[src/rtl/pla_pkg.sv]
package pla_pkg;

  localparam int NUM_SIGS        = 20;
  localparam int NUM_COLS        = 2 * NUM_SIGS;
  localparam int NUM_TERMS       = 64;
  localparam int TERMS_PER_GROUP = 8;
  localparam int NUM_GROUPS      = NUM_TERMS / TERMS_PER_GROUP;
  localparam int ENABLE_BASE     = 2640;
  localparam int FUSE_BITS       = 2706;
  localparam int IDX_W           = $clog2(FUSE_BITS + 1);

  // control -> datapath strobes
  typedef struct packed {
    logic             wrEn;
    logic             wrBit;
    logic [IDX_W-1:0] wrIdx;
    logic             termsLive;
  } cfg_strobe_t;

  typedef enum logic [1:0] {
    LD_FILL = 2'd0,  // collecting bits
    LD_FULL = 2'd1,  // all bits in, waiting for commit
    LD_LIVE = 2'd2   // configuration active
  } load_state_t;

endpackage

[src/rtl/pla_cfg_ctrl.sv]
module pla_cfg_ctrl
  import pla_pkg::*;
#(
  parameter int FUSE_COUNT = FUSE_BITS
) (
  input  logic        clk,
  input  logic        rstN,
  input  logic        cfgShiftEn,
  input  logic        cfgBit,
  input  logic        cfgDone,
  output cfg_strobe_t strobe,
  output logic        cfgLoaded
);

  localparam logic [IDX_W-1:0] LAST_IDX = IDX_W'(FUSE_COUNT - 1);

  load_state_t      loadState;
  logic [IDX_W-1:0] bitCnt;

  always_ff @(posedge clk) begin
    if (!rstN) begin
      loadState <= LD_FILL;
      bitCnt    <= '0;
    end else begin
      unique case (loadState)
        LD_FILL: begin
          if (cfgShiftEn) begin
            bitCnt <= bitCnt + 1'b1;
            if (bitCnt == LAST_IDX) loadState <= LD_FULL;
          end
        end
        LD_FULL: begin
          // extra shifted bits are dropped here
          if (cfgDone && !cfgShiftEn) loadState <= LD_LIVE;
        end
        LD_LIVE: begin
          if (cfgShiftEn) begin
            loadState <= LD_FILL;
            bitCnt    <= IDX_W'(1);
          end
        end
        default: begin
          loadState <= LD_FILL;
          bitCnt    <= '0;
        end
      endcase
    end
  end

  always_comb begin
    strobe.wrBit     = cfgBit;
    strobe.wrIdx     = (loadState == LD_LIVE) ? '0 : bitCnt;
    strobe.wrEn      = cfgShiftEn && (loadState != LD_FULL);
    strobe.termsLive = (loadState == LD_LIVE);
  end

  assign cfgLoaded = (loadState == LD_LIVE);

endmodule

[src/rtl/pla_and_matrix.sv]
module pla_and_matrix
  import pla_pkg::*;
#(
  parameter int SIG_COUNT   = NUM_SIGS,
  parameter int TERM_COUNT  = NUM_TERMS,
  parameter int GROUP_SIZE  = TERMS_PER_GROUP,
  parameter int EN_BASE     = ENABLE_BASE
) (
  input  logic                  clk,
  input  cfg_strobe_t           strobe,
  input  logic [SIG_COUNT-1:0]  sigIn,
  output logic [TERM_COUNT-1:0] termOut
);

  localparam int COL_COUNT   = 2 * SIG_COUNT;
  localparam int ARRAY_BITS  = TERM_COUNT * COL_COUNT;
  localparam int GROUP_COUNT = TERM_COUNT / GROUP_SIZE;
  localparam int TERM_W      = (TERM_COUNT > 1) ? $clog2(TERM_COUNT) : 1;

  logic [ARRAY_BITS-1:0] andFuse;
  logic [TERM_COUNT-1:0] termEnFuse;
  logic [COL_COUNT-1:0]  colVal;

  // fuse-index decoding
  logic              hitArray;
  logic              hitEnable;
  logic [TERM_W-1:0] enSel;

  always_comb begin
    hitArray  = int'(strobe.wrIdx) < ARRAY_BITS;
    hitEnable = (int'(strobe.wrIdx) >= EN_BASE) &&
                (int'(strobe.wrIdx) <  EN_BASE + TERM_COUNT);
    enSel     = TERM_W'(int'(strobe.wrIdx) - EN_BASE);
  end

  always_ff @(posedge clk) begin
    if (strobe.wrEn && hitArray)  andFuse[strobe.wrIdx] <= strobe.wrBit;
    if (strobe.wrEn && hitEnable) termEnFuse[enSel]     <= strobe.wrBit;
  end

  // literal columns: true form at even positions, complement at odd
  for (genvar s = 0; s < SIG_COUNT; s++) begin : g_col
    assign colVal[2*s]   = sigIn[s];
    assign colVal[2*s+1] = ~sigIn[s];
  end

  for (genvar g = 0; g < GROUP_COUNT; g++) begin : g_grp
    for (genvar k = 0; k < GROUP_SIZE; k++) begin : g_term
      localparam int T = g * GROUP_SIZE + k;
      logic rowHit;
      // blown fuse (1) removes the column from the product
      assign rowHit     = &(andFuse[T*COL_COUNT +: COL_COUNT] | colVal);
      assign termOut[T] = rowHit & termEnFuse[T] & strobe.termsLive;
    end
  end

endmodule

[src/rtl/pla_term_array.sv]
module pla_term_array
  import pla_pkg::*;
#(
  parameter int SIG_COUNT  = NUM_SIGS,
  parameter int TERM_COUNT = NUM_TERMS,
  parameter int GROUP_SIZE = TERMS_PER_GROUP,
  parameter int EN_BASE    = ENABLE_BASE,
  parameter int FUSE_COUNT = FUSE_BITS
) (
  input  logic                  clk,
  input  logic                  rstN,
  input  logic                  cfgShiftEn,
  input  logic                  cfgBit,
  input  logic                  cfgDone,
  input  logic [SIG_COUNT-1:0]  sigIn,
  output logic [TERM_COUNT-1:0] termOut,
  output logic                  cfgLoaded
);

  cfg_strobe_t strobe;

  pla_cfg_ctrl #(
    .FUSE_COUNT(FUSE_COUNT)
  ) u_ctrl (
    .clk       (clk),
    .rstN      (rstN),
    .cfgShiftEn(cfgShiftEn),
    .cfgBit    (cfgBit),
    .cfgDone   (cfgDone),
    .strobe    (strobe),
    .cfgLoaded (cfgLoaded)
  );

  pla_and_matrix #(
    .SIG_COUNT (SIG_COUNT),
    .TERM_COUNT(TERM_COUNT),
    .GROUP_SIZE(GROUP_SIZE),
    .EN_BASE   (EN_BASE)
  ) u_matrix (
    .clk    (clk),
    .strobe (strobe),
    .sigIn  (sigIn),
    .termOut(termOut)
  );

endmodule

[config.mk]
export PLATFORM = sky130hd
export DESIGN_NAME = pla_term_array
export DESIGN_NICKNAME = d
export VERILOG_FILES = /design/src/rtl/pla_pkg.sv /design/src/rtl/pla_cfg_ctrl.sv /design/src/rtl/pla_and_matrix.sv /design/src/rtl/pla_term_array.sv
export SDC_FILE = /design/constraint.sdc
export NUM_CORES = 2
export LEC_CHECK = 0
export BUFFER_PORTS_ARGS = -buffer_cell sky130_fd_sc_hd__buf_4
export CORE_UTILIZATION = 47
export CTS_BUF_LIST = sky130_fd_sc_hd__clkbuf_8
export DETAILED_ROUTE_END_ITERATION = 12
export GPL_TIMING_DRIVEN = 0
export PLACE_DENSITY = 0.64
export SLEW_MARGIN = 40
export SYNTH_ARGS = -nofsm -noshare
export SYNTH_HDL_FRONTEND = slang
export SYNTH_SLANG_ARGS = --single-unit
[constraint.sdc]
create_clock -name clk -period 2.9 [get_ports clk]
set_input_delay 0.58 -clock clk [delete_from_list [all_inputs] [get_ports clk]]
set_output_delay 0.58 -clock clk [all_outputs]
set_load 0.005 [all_outputs]
==> results.md <==
STA:
- Setup violations remaining at the end of the flow were counted as 99.
- The worst hold slack is 0.252 ns.
- The worst pin sits at a relative slew slack of 33.9%.
- The hold violation total from the final report is 0.
- Setup repair after global routing could not meet its margin everywhere.
- For the pin with the worst max-slew slack, the measured transition is 0.991 ns.
- For the finished layout, the period the worst path requires is 3.88 ns.
- After layout, the worst path uses 134% of the clock period.
- Based on the critical path, the design can be clocked at up to 258 MHz.
- Setup total negative slack on the finished layout was measured at -47.81 ns.
- The final critical-path setup slack is -0.976 ns.
- For the final database, setup skew stands at 0.0947 ns.
- The count of pins over their slew limit came to 0.

Clock tree:
- The clock insertion delay at the later pin of the skew report is 1.20 ns.
- Counting along the longest clock path gives a buffer depth of 4.
- The clock net sink count is 2638.
- The clock root buffer is sky130_fd_sc_hd__clkbuf_8.
- TritonCTS built the clock tree.
- In this run the number of H-tree levels came out at 5.
- Clock-pin slew was measured on the worst setup and hold paths at 0.06 ns.
- The total clock buffers created by CTS is 438.

Setup path:
- Among the stages of the critical path, the cell type that occurs most often is sky130_fd_sc_hd__buf_2.
- Data arrives at the worst endpoint at 3.30 ns.
- The critical path's slowest cell is sky130_fd_sc_hd__buf_2.
- Broken down by cell family, the worst path's largest delay share belongs to buffers and inverters.
- The worst-case register-to-register setup slack is -0.06 ns.
- STA classifies the critical path startpoint as an input port.
- The required time at the worst-slack endpoint is 2.32 ns.
- Together, buffers and inverters on the worst path number 4.
- The biggest fanout along the worst timing path is 10.
- The number of cell instances on the worst register-to-register path is 7.
- The instance count on the critical path is 8.
- In this run the critical register-to-register path is launched from u_ctrl.bitCnt[5].
- The setup path with the least slack is of type input port to output pin.
- The worst register-to-register path ends at u_matrix.andFuse[1088].
- On the worst path, the slowest cell contributes a delay of 0.62 ns.
- The worst setup path is captured at an output pin.
- Walking the worst path, the cells encountered are buf_2, buf_2, buf_16, mux2i_1, nor4_1, nand4_1, nor2_4, buf_6.
- In this run the worst setup path terminates at termOut[18].
- Tracing the worst setup path back leads to its startpoint at sigIn[0].

Placed design:
- The pre-CTS setup slack is -1.75 ns.
- The number of buffer cells added on primary ports is 69.
- The detailed placement HPWL is 315000 um.
- Routability-driven placement finished with a final weighted congestion of 0.984.

Pwr:
- The worst ir drop on vdd is 0.421 mV.
- In this run the power density over the cells is 584 nW/um^2.
- The leakage component of the power is 42.9 nW.
- The design draws 75.3 mW.

Routing:
- The number of vias per cell is 6.40.
- The sum of routed wire length over all layers is 480000 um.
- The first TritonRoute pass finished after 10 iterations.
- The first-iteration detailed-routing DRC count is 15.2k.
- In this run the remaining antenna-violating nets after routing total 0.
- Detailed routing inserted a total of 78.6k vias.
- The routed wirelength normalized by instance count is 39.1 um.
- The post-route DRC violation count is 0.

Outcome:
- The run finished, with violations left.
- The final reports fail on setup timing.

Global route:
- Entering global routing, the biggest net connects 192 pins.
- The overall routing resource usage is 39.9%.
- The leftover overflow at the end of global routing is 0.
- The number of global-route vias before repair is 72.4k.
- The initial antenna violation count is 37.
- The first global-routing pass estimated 621000 um of wire.

Synthesis:
- Synthesis inferred 2638 register bits.
- The main flop type after synthesis is sky130_fd_sc_hd__edfxtp_1.
- Among all cell types in the netlist, the one instantiated most often is sky130_fd_sc_hd__nor2_1.
- The area share of the leading cell type in the synthesized netlist is 71.7%.
- The synthesized area per cell is 13.5 um^2.
- The fraction of registers with async set or reset after synthesis is 0%.
- sky130_fd_sc_hd__edfxtp_1 takes more of the synthesized area than any other cell.
- The cell count after synthesis came out at 8147.
- Of the total synthesized cell area, the portion taken by full adders, half adders and majority gates is 0.0319%.
- The xor-xnor portion of the synthesized cell area is 0.0478%.
- The post-synthesis simple-gate area fraction is 13.3%.
- The share of synthesized area spent on multiplexers is 11.7%.
- The number of warnings reported in the yosys synthesis log is 0.
- The number of nets in the synthesized netlist is 8174.
- In the post-synthesis netlist, the biggest area contributors are sky130_fd_sc_hd__edfxtp_1 72%, sky130_fd_sc_hd__mux2i_1 11%, sky130_fd_sc_hd__nor2_1 9.3%.
- The synthesized netlist contains 52 unique library cells.
- By count the netlist is led by 2712 x sky130_fd_sc_hd__nor2_1, 2624 x sky130_fd_sc_hd__edfxtp_1, 1218 x sky130_fd_sc_hd__mux2i_1.
- The mapped netlist covers 110000 um^2.
- Yosys mapped a number of flops with a built-in enable equal to 2624.
- The main combinational cell family by area after synthesis is simple AND/OR/NAND/NOR gates.
- The synthesized netlist devotes 0.130% of its cell area to compound gates.
- For this run, the register share of the synthesized area comes to 71.9%.

Floorplanning:
- The floorplan step defined a core boundary enclosing 233000 um^2.
- For this configuration, the core starts out at a cell density of 47.3%.
- The die area is 236000 um^2.
- In this run the core area contains 177 standard-cell rows.
- In this run the vertical extent of the chip is 486 um.
- The die is 486 um wide.
- Pin placement for this block handled 90 I/O pins.

Cells and area:
- The count of filler cells inserted in the layout is 19.2k.
- The core utilization of the finished layout is 55.5%.
- Of the cells placed in the final design, the portion with a size suffix greater than 1 is 17.0%.
- The number of nets in the finished design is 8945.
- Compared with the post-synthesis result, the final layout area differs by 17.4%.

Flow run:
- Across the run, the number of max-cap violations was 0.

Hold path:
- The path class of the tightest hold or removal check is input port to flip-flop.
[state kept, by name, summed over array words and instances, names as in the netlist]
signal	cells
u_matrix.termEnFuse	64
u_ctrl.loadState	2
u_ctrl.bitCnt	12
u_matrix.andFuse	2560
[what timing repair did]
action	in CTS	in global routing
endpoints found under the hold margin	135	0
hold buffers	3	0
gates cloned	2	0
setup buffers	77	16
gates resized for setup	414	62
setup endpoints to repair	2496	677
pin swaps	51	25
[through the flow]
stage | cells | area [um^2]
after floorplan | 8147 | 110000
after global placement | 11300 | 114000
after detailed placement | 11400 | 119000
after CTS | 12300 | 129000
after global routing | 12300 | 129000
final | 12300 | 129000
[where the power goes]
group          leakage (nW)  switching, mW  internal, mW
logic                  14.9           2.81          1.14
registers              23.7        0.00531          41.9
clock network          4.34           15.2          14.2
[kinds of logic after synthesis]
logic type / count (synthesis)
adders and majority gates: 3
muxes: 1282
AOI/OAI and AO/OA: 22
buffers and inverters: 714
xor gates and xnor gates: 6
and+or+nand+nor: 3482
DFF: 2638
[final cells by class]
cell class | instances | area [um^2] | share of cell area (%)
sequential | 2638 | 79100 | 61.3
timing repair buffer | 343 | 5970 | 4.63
buffer | 695 | 4280 | 3.32
antenna | 12 | 30.0 | 0.0233
multi-input combinational | 4795 | 28500 | 22.1
tap | 3043 | 3810 | 2.95
inverter | 7 | 33.8 | 0.0262
clock buffer | 442 | 6080 | 4.71
clock inverter | 301 | 1280 | 0.996
[how the worst min path moves through the flow]
stage | start | endpoint | slack, ns | depth (start not counted)
2_1_floorplan | u_ctrl.bitCnt[11] | u_ctrl.bitCnt[11] | 0.60 | 3
3_3_place_gp | u_ctrl.bitCnt[11] | u_ctrl.bitCnt[11] | 0.66 | 3
3_5_place_dp | u_ctrl.bitCnt[11] | u_ctrl.bitCnt[11] | 0.68 | 3
4_1_cts | cfgDone | u_ctrl.loadState[0] | 0.23 | 3
5_1_grt | cfgDone | u_ctrl.loadState[0] | 0.25 | 3
6_report | cfgDone | u_ctrl.loadState[0] | 0.25 | 3
[per-layer routing]
layer  wire (um)  global-route usage (%)  share of wire, %
met1      163000                    50.5                34
met2      200000                    57.1                42
met3       75800                    14.1                16
met4       40500                    28.4               8.5
met5         130                       0             0.027
[placed cells by master, fill, tap and decap left out, types with 64 or more instances in the layout]
cell	instances
sky130_fd_sc_hd__buf_16	132
sky130_fd_sc_hd__nand2_1	132
sky130_fd_sc_hd__buf_6	73
sky130_fd_sc_hd__mux2i_1	1217
sky130_fd_sc_hd__nor3_1	108
sky130_fd_sc_hd__clkbuf_2	111
sky130_fd_sc_hd__clkinv_1	106
sky130_fd_sc_hd__nor4_1	204
sky130_fd_sc_hd__nor2_1	2689
sky130_fd_sc_hd__buf_4	252
sky130_fd_sc_hd__buf_2	197
sky130_fd_sc_hd__clkbuf_8	443
sky130_fd_sc_hd__edfxtp_1	2624
sky130_fd_sc_hd__inv_1	164
sky130_fd_sc_hd__mux2_2	64
sky130_fd_sc_hd__clkbuf_1	149
sky130_fd_sc_hd__nand4_1	141
[worst register-to-register path, delay by kind of cell, from the launching register on]
kind	cells	cell delay, ns
and+or+nand+nor	2	0.59
AOI/OAI and AO/OA	1	0.38
DFF	1	0.36
buffers and inverters	4	1.28
Power figures use the tool's default switching activity.
